[config.mk]
export PLATFORM = sky130hd
export DESIGN_NAME = tone_match_decoder
export DESIGN_NICKNAME = d
export VERILOG_FILES = /design/src/rtl/tmd_pkg.sv /design/src/rtl/tmd_table.sv /design/src/rtl/tmd_match.sv /design/src/rtl/tmd_state.sv /design/src/rtl/tone_match_decoder.sv
export SDC_FILE = /design/constraint.sdc
export NUM_CORES = 2
export LEC_CHECK = 0
export BUFFER_PORTS_ARGS = -buffer_cell sky130_fd_sc_hd__buf_4
export CAP_MARGIN = 25
export CORE_AREA = 3 3 294 296
export DETAILED_ROUTE_END_ITERATION = 12
export DIE_AREA = 0 0 297 299
export GPL_TIMING_DRIVEN = 0
export PLACE_DENSITY = 0.79
export SKIP_LAST_GASP = 1
export SLEW_MARGIN = 20
export SYNTH_ARGS = -nofsm -noshare
export SYNTH_HDL_FRONTEND = slang
export SYNTH_SLANG_ARGS = --single-unit
[constraint.sdc]
create_clock -name clk -period 14.9 [get_ports clk]
set_input_delay 2.98 -clock clk [delete_from_list [all_inputs] [get_ports clk]]
set_output_delay 2.98 -clock clk [all_outputs]
set_load 0.02 [all_outputs]
[src/rtl/tmd_pkg.sv]
package tmd_pkg;
   localparam int CODE_W    = 12;
   localparam int WIN_SHIFT = 10;
   localparam int WIN_W     = 5;

   // Tolerance numerator over 2**WIN_SHIFT, about 1.1 % .. 2.7 %
   function automatic logic [WIN_W-1:0] win_num(input logic [2:0] sel);
      case (sel)
         3'd0:    win_num = 5'd11;
         3'd1:    win_num = 5'd13;
         3'd2:    win_num = 5'd16;
         3'd3:    win_num = 5'd18;
         3'd4:    win_num = 5'd20;
         3'd5:    win_num = 5'd23;
         3'd6:    win_num = 5'd26;
         default: win_num = 5'd28;
      endcase
   endfunction
endpackage

[src/rtl/tmd_table.sv]
module tmd_table #(
   parameter int N_ENT  = 15,
   parameter int CODE_W = 12,
   parameter int IDX_W  = 4
) (
   input  logic                           clk,
   input  logic                           rst_n,
   input  logic                           we,
   input  logic [IDX_W-1:0]               addr,
   input  logic [CODE_W-1:0]              wdata,
   output logic [N_ENT-1:0][CODE_W-1:0]   entries
);
   for (genvar i = 0; i < N_ENT; i++) begin : g_ent
      always_ff @(posedge clk) begin
         if (!rst_n)
            entries[i] <= '0;
         else if (we && (addr == IDX_W'(i)))
            entries[i] <= wdata;
      end
   end
endmodule

[src/rtl/tmd_match.sv]
module tmd_match #(
   parameter int N_ENT     = 15,
   parameter int CODE_W    = 12,
   parameter int IDX_W     = 4,
   parameter int WIN_W     = 5,
   parameter int WIN_SHIFT = 10
) (
   input  logic [N_ENT-1:0][CODE_W-1:0] entries,
   input  logic [CODE_W-1:0]            meas,
   input  logic [WIN_W-1:0]             win,
   output logic                         any_hit,
   output logic [IDX_W-1:0]             hit_idx
);
   localparam int PW = CODE_W + WIN_SHIFT;

   logic [N_ENT-1:0] hit;

   for (genvar i = 0; i < N_ENT; i++) begin : g_cmp
      logic [CODE_W-1:0] diff;
      logic [PW-1:0]     lhs;
      logic [PW-1:0]     rhs;
      always_comb begin
         diff   = (meas >= entries[i]) ? (meas - entries[i]) : (entries[i] - meas);
         lhs    = PW'(diff) << WIN_SHIFT;
         rhs    = PW'(entries[i]) * PW'(win);
         hit[i] = (entries[i] != '0) && (lhs <= rhs);
      end
   end

   // Lowest address wins: scan downward so the last assignment is the lowest hit
   always_comb begin
      any_hit = 1'b0;
      hit_idx = '1;
      for (int i = N_ENT - 1; i >= 0; i--) begin
         if (hit[i]) begin
            any_hit = 1'b1;
            hit_idx = IDX_W'(i);
         end
      end
   end
endmodule

[src/rtl/tmd_state.sv]
module tmd_state #(
   parameter int IDX_W      = 4,
   parameter int HOLD_TICKS = 4000
) (
   input  logic             clk,
   input  logic             rst_n,
   input  logic             enable,
   input  logic             meas_valid,
   input  logic             tone_present,
   input  logic             any_hit,
   input  logic [IDX_W-1:0] hit_idx,
   output logic             decoded,
   output logic [IDX_W-1:0] tone_num,
   output logic             change_pulse
);
   localparam int CNT_W = (HOLD_TICKS > 2) ? $clog2(HOLD_TICKS) : 1;
   localparam logic [CNT_W-1:0] CNT_LAST = CNT_W'(HOLD_TICKS - 1);

   logic             dec_q, dec_n;
   logic [IDX_W-1:0] num_q, num_n;
   logic [CNT_W-1:0] cnt_q, cnt_n;
   logic             pls_q;

   always_comb begin
      dec_n = dec_q;
      num_n = num_q;
      cnt_n = cnt_q;
      if (!enable) begin
         dec_n = 1'b0;
         num_n = '0;
         cnt_n = '0;
      end else if (!dec_q) begin
         cnt_n = '0;
         if (meas_valid && tone_present) begin
            dec_n = 1'b1;
            num_n = any_hit ? hit_idx : '1;
         end
      end else if (tone_present) begin
         cnt_n = '0;
      end else if (cnt_q == CNT_LAST) begin
         dec_n = 1'b0;
         num_n = '0;
         cnt_n = '0;
      end else begin
         cnt_n = cnt_q + 1'b1;
      end
   end

   always_ff @(posedge clk) begin
      if (!rst_n) begin
         dec_q <= 1'b0;
         num_q <= '0;
         cnt_q <= '0;
         pls_q <= 1'b0;
      end else begin
         dec_q <= dec_n;
         num_q <= num_n;
         cnt_q <= cnt_n;
         pls_q <= dec_n ^ dec_q;
      end
   end

   assign decoded      = dec_q;
   assign tone_num     = num_q;
   assign change_pulse = pls_q;
endmodule

[src/rtl/tone_match_decoder.sv]
module tone_match_decoder #(
   parameter int N_ENTRIES  = 15,
   parameter int HOLD_TICKS = 4000,
   localparam int IDX_W     = $clog2(N_ENTRIES + 1),
   localparam int CODE_W    = tmd_pkg::CODE_W
) (
   input  logic              clk,
   input  logic              rst_n,
   input  logic              enable,
   input  logic [3:0]        bw_sel,
   input  logic              tbl_we,
   input  logic [IDX_W-1:0]  tbl_addr,
   input  logic [CODE_W-1:0] tbl_code,
   input  logic              meas_valid,
   input  logic [CODE_W-1:0] meas_code,
   input  logic              tone_present,
   output logic              decoded,
   output logic [IDX_W-1:0]  tone_num,
   output logic              change_pulse
);
   initial begin
      assert (N_ENTRIES >= 1 && N_ENTRIES < (1 << IDX_W))
         else $error("N_ENTRIES must leave one code free for unlisted tones");
      assert (HOLD_TICKS >= 2)
         else $error("HOLD_TICKS must be at least 2");
   end

   logic [N_ENTRIES-1:0][CODE_W-1:0] entries;
   logic                             any_hit;
   logic [IDX_W-1:0]                 hit_idx;
   logic [tmd_pkg::WIN_W-1:0]        win;

   assign win = tmd_pkg::win_num(bw_sel[2:0]);

   tmd_table #(.N_ENT(N_ENTRIES), .CODE_W(CODE_W), .IDX_W(IDX_W)) u_table (
      .clk     (clk),
      .rst_n   (rst_n),
      .we      (tbl_we),
      .addr    (tbl_addr),
      .wdata   (tbl_code),
      .entries (entries)
   );

   tmd_match #(
      .N_ENT(N_ENTRIES), .CODE_W(CODE_W), .IDX_W(IDX_W),
      .WIN_W(tmd_pkg::WIN_W), .WIN_SHIFT(tmd_pkg::WIN_SHIFT)
   ) u_match (
      .entries (entries),
      .meas    (meas_code),
      .win     (win),
      .any_hit (any_hit),
      .hit_idx (hit_idx)
   );

   tmd_state #(.IDX_W(IDX_W), .HOLD_TICKS(HOLD_TICKS)) u_state (
      .clk          (clk),
      .rst_n        (rst_n),
      .enable       (enable),
      .meas_valid   (meas_valid),
      .tone_present (tone_present),
      .any_hit      (any_hit),
      .hit_idx      (hit_idx),
      .decoded      (decoded),
      .tone_num     (tone_num),
      .change_pulse (change_pulse)
   );
endmodule

# Word level (Yosys, flattened, before mapping)
# Index checks and enable logic that the tools add are counted.
# Widths: inputs -> output; s select.
word_totals:
  regBits: 198
  in_bits: 38
classes:
  add_sub_neg: 31
  n_mul: 15
  n_lt_le_gt_ge: 30
  n_eq_ne: 23
  muxes: 56
  bitwise_logic: 4
  reduce_logical: 52
ops:
  columns: ["op", "n"]
  rows:
  - ["$sub 12x12->12", 30]
  - ["$le 22x17->1", 15]
  - ["$mul 12x5->17", 15]
  - ["$ge 12x12->1", 15]
  - ["$mux 12", 15]
  - ["$reduce_bool 12->1", 15]
  - ["$mux 4", 19]
  - ["$pmux 5 s7", 1]
  - ["$logic_and 1x1->1", 31]
  - ["$eq 4x4->1 const B", 7]
  - ["$mux 1", 21]
  - ["$eq 4x3->1 const B", 4]
  - ["$add 12x1->12 const B", 1]
  - ["$eq 12x12->1 const B", 1]
  - ["$eq 3x3->1 const B", 3]
  - ["$eq 4x2->1 const B", 2]
  - ["$eq 3x2->1 const B", 2]
  - ["$reduce_or 5->1", 1]
  - ["$eq 4x1->1 const B", 1]
  - ["$logic_not 4->1", 1]
  - ["$ne 2x2->1 const B", 2]
  - ["$eq 3x1->1 const B", 1]
  - ["$logic_not 3->1", 1]
  - ["$not 1->1", 3]
  - ["other kinds (4)", 4]

# Logic depth before layout (Yosys ltp)
logic_depth:
  depth_word: 23
  ltp_mapped: 34
  ltp_nobuf: 33

# Modules after synthesis
# From an unflattened synthesis, not the netlist that was laid out.
unflattened:
  hier_cells: 6472
  hier_area_um2: 52158.8
modules_own_cells:
  columns: ["module", "n_inst", "cells_each", "area_per_inst_um2"]
  rows:
  - ["tmd_match", 1, 5739, 44684.1]
  - ["tmd_table", 1, 627, 6482.5]
  - ["tmd_state", 1, 99, 937.1]
  - ["tone_match_decoder", 1, 7, 55.1]

# Worst setup path before layout
# OpenSTA, ideal clock, no wires.
synth_timing:
  path_kind: "input to register"
  from: "input bw_sel[1]"
  to: "register u_state.num_q[1], in the netlist u_state.tone_num[1]"
  setup_ns: 0.115
  arrival_ns: 10.160
  slack_ns: 4.625
  cell_stages: 32
  path_buffers: 2
  cell_sequence: "inv_1 > a21oi_1 > a21oi_1 > clkbuf_1 > clkbuf_1 > nand2_1 > fa_1 > fa_1 > fa_1 > inv_1 > ha_1 > a211oi_1 > nor3b_1 > o21ai_0 > a21boi_0 > o21a_1 > o21a_1 > o21a_1 > o21a_1 > o21a_1 > o21a_1 > or2_2 > ha_1 > nand4_1 > or4b_2 > a2111oi_0 > o211a_1 > a31oi_1 > a2111o_1 > nand2_1 > o22ai_1 > o21a_1"
synth_between:
  elab_chain_len: 23
synth_rtl:
  columns: ["item", "line_no", "text"]
  rows:
  - ["from (decl)", "tone_match_decoder.sv:10", "input logic [3:0] bw_sel,"]
  - ["$eq 3x3->1 (tied with other cells)", "tmd_pkg.sv:8", "case (sel)"]
  - ["$pmux 5 s7 (*)", "tmd_pkg.sv:8", null]
  - ["$mul 12x5->17", "tmd_match.sv:25", "rhs = PW'(entries[i]) * PW'(win);"]
  - ["$le 22x17->1", "tmd_match.sv:26", "hit[i] = (entries[i] != '0) && (lhs <= rhs);"]
  - ["$logic_and 1x1->1", "tmd_match.sv:26", null]
  - ["$mux 1 (15 in series)", "tmd_match.sv:35", "if (hit[i]) begin"]
  - ["$mux 4 (*)", "tmd_state.sv:36", "num_n = any_hit ? hit_idx : '1;"]
  - ["$mux 4 (*)", "tmd_state.sv:34", "if (meas_valid && tone_present) begin"]
  - ["$mux 4 (*)", "tmd_state.sv:32", "end else if (!dec_q) begin"]
  - ["to (signal assigned)", "tmd_state.sv:57", "num_q <= num_n;"]
  - ["to (decl)", "tmd_state.sv:20", "logic [IDX_W-1:0] num_q, num_n;"]
# Every way passes the cells marked *; elsewhere a longest branch is shown, timed or not. The select of a mux whose other input is x is not followed.
# A chain may end at the register's enable or synchronous reset.

# Final worst setup path
layout_timing:
  from: "input bw_sel[0]"
  to: "register u_state.num_q[1], in the netlist u_state.tone_num[1]"
# Same word-level chain as after synthesis.

==> metrics.csv <==
metric;value;unit
status;complete, no violations;
#FFs+latches synth;198;
hold slack;0.477;ns
Final Hold Viols;0;
relative slew slack;20.5;%
nets@finish;8054;
Clock Path Buffers;2;
fin crit period;12.44;ns
most used cell, CP;o21a_1;
RSZ-0062 raised after global routing;no;
chip width;297;µm
number of top-level pins;44;
top_reg_cell synth;dfxtp_1;
launch point of the worst path;bw_sel[0];
Gate Count Post-Synth;6626;
fraction of layout cells with a size suffix above 1;3.63;%
RePlAce Congestion;0.975;
hold path endpoint;u_state.cnt_q[0]$_SDFF_PP0_;
Post-DRT Antenna Nets;0;
Die Area;88800;µm²
Setup-failing EPs final;0;
total track usage;36.7;%
Slew @ Worst Pin;1.19;ns
area grow syn2layout;5.48;%
hold-critical path depth;1;
peak supply drop;0.0983;mV
total routed wirelength;166000;µm
# DRC;0;
routed via count divided by cell count;6.25;
fill count;7230;
crit path DAT;12.84;ns
antenna violations before repair;8;
sequential fraction of the synthesis area;7.51;%
router iterations before antenna repair;8;
FF-to-FF End;u_state.tone_num[0]$_SDFFE_PN0P_;
Yosys cell types;87;
IO Port Bufs;42;
Cell Area, Synth;52800;µm²
clk_skew;0.0207;ns
R2R setup slack;6.57;ns
global-route wire length before repair;259000;µm
Reg2Reg Depth;29;
ys async rst share;0;%
highest-delay cell along the critical path;clkbuf_1;
Clock transition at path regs;0.08;ns
Worst Setup Start Kind;primary input;
Site Rows;106;
vias in the first global route;47205;
cell internal pwr;1140;µW
Clk pwr share;25.8;%
reg2reg start;u_table.entries[133]$_SDFFE_PN0P_;
Comb power frac;47.3;%
post-synthesis net count;7970;
dpl ws;2.27;ns
sw power;923;µW
Die Ht;299;µm
top achievable clock speed;0.0804;GHz
routed via count;49144;
post-CTS setup buffer count;0;
CP Class;in -> reg;
crit path max fanout;10;
Worst Setup End Kind;register;
Post-CTS Resized;0;
TritonCTS Buffers;17;
H-tree levels;4;
DR iter-0 viols;4670;
max-slew violations;0;
Root Buffer;clkbuf_16;
EDFF count, synth;0;
DPL Wire Length;127000;µm
Hold WC Path Type;reg -> reg;
CORE AREA;83800;µm²
pwr/cell area;37.1;nW/µm²
Initial Util;63.0;%
crit share post-route;83.5;%
CTS Sinks;198;
GRT overflow;0;
Static Leak;0.0271;µW
hold buffers post-CTS;0;
mean post-synth cell area;7.96;µm²
drt wl/cell;21.1;µm
CP required;15.30;ns
YS warnings;0;
Seq pwr share;26.9;%
CTS tree;built;
Skew-Pair Late Insertion Delay;0.51;ns
Worst Setup Slack, final;2.46;ns
Net Sw Frac;44.7;%
number of max-cap violations;0;
pin count of the biggest net entering global routing;32;
hold path start;u_state.cnt_q[0]$_SDFF_PP0_;
crit-path max cell delay;0.93;ns
## per-layer routing
| layer | track usage, % | vias up | wire (µm) |
|---|---|---|---|
| met2 | 57.5 | 2357 | 71800 |
| met1 | 47.1 | 23609 | 65500 |
| li1 | - | 22662 | - |
| met3 | 7.45 | 514 | 17500 |
| met4 | 21.2 | 2 | 11000 |
| met5 | 0 | - | 16 |
## placed cells by master (no fill, tap or decap), drive strengths merged, types with 15 or more instances in the layout
cell / instances
a2111oi: 22
a211o: 16
a211oi: 73
a21boi: 84
a21o: 188
a21oi: 348
a221oi: 18
a31oi: 47
and2: 459
and3: 41
buf: 94
clkbuf: 270
dfxtp: 198
fa: 480
ha: 826
inv: 827
mux2: 31
mux2i: 174
nand2: 779
nand2b: 48
nand3: 108
nand3b: 15
nand4: 54
nor2: 204
nor2b: 153
nor3: 120
nor4: 60
o211ai: 42
o21a: 80
o21ai: 219
o21bai: 44
o31a: 15
o31ai: 18
or2: 41
or3: 30
xnor2: 155
xor2: 110
## worst max-delay path by stage
stage	endpoint	slack [ns]	cells after the start
after global placement	u_state.tone_num[0]$_SDFFE_PN0P_	-0.23	32
final	u_state.tone_num[1]$_SDFFE_PN0P_	2.46	33
after CTS	u_state.tone_num[1]$_SDFFE_PN0P_	2.77	33
after floorplan	u_state.tone_num[1]$_SDFFE_PN0P_	4.63	32
after detailed placement	u_state.tone_num[1]$_SDFFE_PN0P_	2.27	33
after global routing	u_state.tone_num[1]$_SDFFE_PN0P_	2.35	33
## final cells by class
cell class	instances	area, µm²	area share (%)
Buffer	282	1110	1.99
Antenna cell	11	27.5	0.0495
Inverter	817	3070	5.51
Tap cell	1134	1420	2.55
Timing Repair Buffer	65	743	1.34
Clock inverter	15	233	0.418
Sequential cell	198	3960	7.12
Multi-Input combinational cell	5329	44700	80.3
Clock buffer	17	425	0.764
## critical path: cells and delay by family
kind                       cells  cell delay [ns]
adders and majority gates      3             1.34
AOI/OAI and AO/OA             17             4.68
buffers and inverters          8             2.77
and+or+nand+nor                5             1.01
## stage by stage
step / setup TNS, ns / instance area (µm²) / utilization, % / instances / power, µW
finish: 0 / 55700 / 66.4 / 7868 / 2060
global route: 0 / 55600 / 66.4 / 7857 / 2160
detailed placement: 0 / 54900 / 65.5 / 7821 / 1510
global placement: -0.433 / 54500 / 65.0 / 7802 / 1470
CTS: 0 / 55600 / 66.3 / 7853 / 2030
floorplan: 0 / 52800 / - / 6626 / 1190
## registers in the layout, summed over array words and instances, names as in the netlist
signal / count
u_table.entries: 180
u_state.cnt_q: 12
u_state.tone_num: 4
u_state.change_pulse: 1
u_state.decoded: 1
## power by group through the flow
| stage | clock [µW] | combinational (µW) | sequential [µW] |
|---|---|---|---|
| 2_1_floorplan | 0 | 631 | 557 |
| 3_3_place_gp | 0 | 902 | 566 |
| 3_5_place_dp | 0 | 940 | 566 |
| 4_1_cts | 534 | 946 | 553 |
| 5_1_grt | 551 | 1060 | 555 |
| 6_report | 533 | 975 | 555 |
## kinds of logic (layout without fill, tap and decap cells)
family / count (synthesis) / after routing / share of synthesized area, %
AOI/OAI and AO/OA: 1376 / 1376 / 17.5
xor gates and xnor gates: 265 / 265 / 4.40
adders and majority gates: 1306 / 1306 / 37.8
buffers and inverters: 1099 / 1196 / 7.88
DFF: 198 / 198 / 7.51
muxes: 205 / 205 / 3.96
other: 0 / 11 / 0
and+or+nand+nor: 2177 / 2177 / 20.9
## Yosys cell counts (110+ instances only)
| library cell | instances | area [µm²] |
|---|---|---|
| ha_1 | 826 | 10300 |
| inv_1 | 817 | 3070 |
| nand2_1 | 778 | 2920 |
| fa_1 | 480 | 9610 |
| and2_1 | 459 | 2870 |
| a21oi_1 | 348 | 1740 |
| clkbuf_1 | 252 | 946 |
| o21ai_0 | 213 | 1070 |
| nor2_1 | 204 | 766 |
| dfxtp_1 | 198 | 3960 |
| a21o_1 | 187 | 1400 |
| mux2i_1 | 174 | 1740 |
| xnor2_1 | 155 | 1360 |
| nor2b_1 | 153 | 957 |
| nor3_1 | 120 | 601 |
| xor2_1 | 110 | 963 |
No activity file was read; power rests on OpenSTA's default activity.
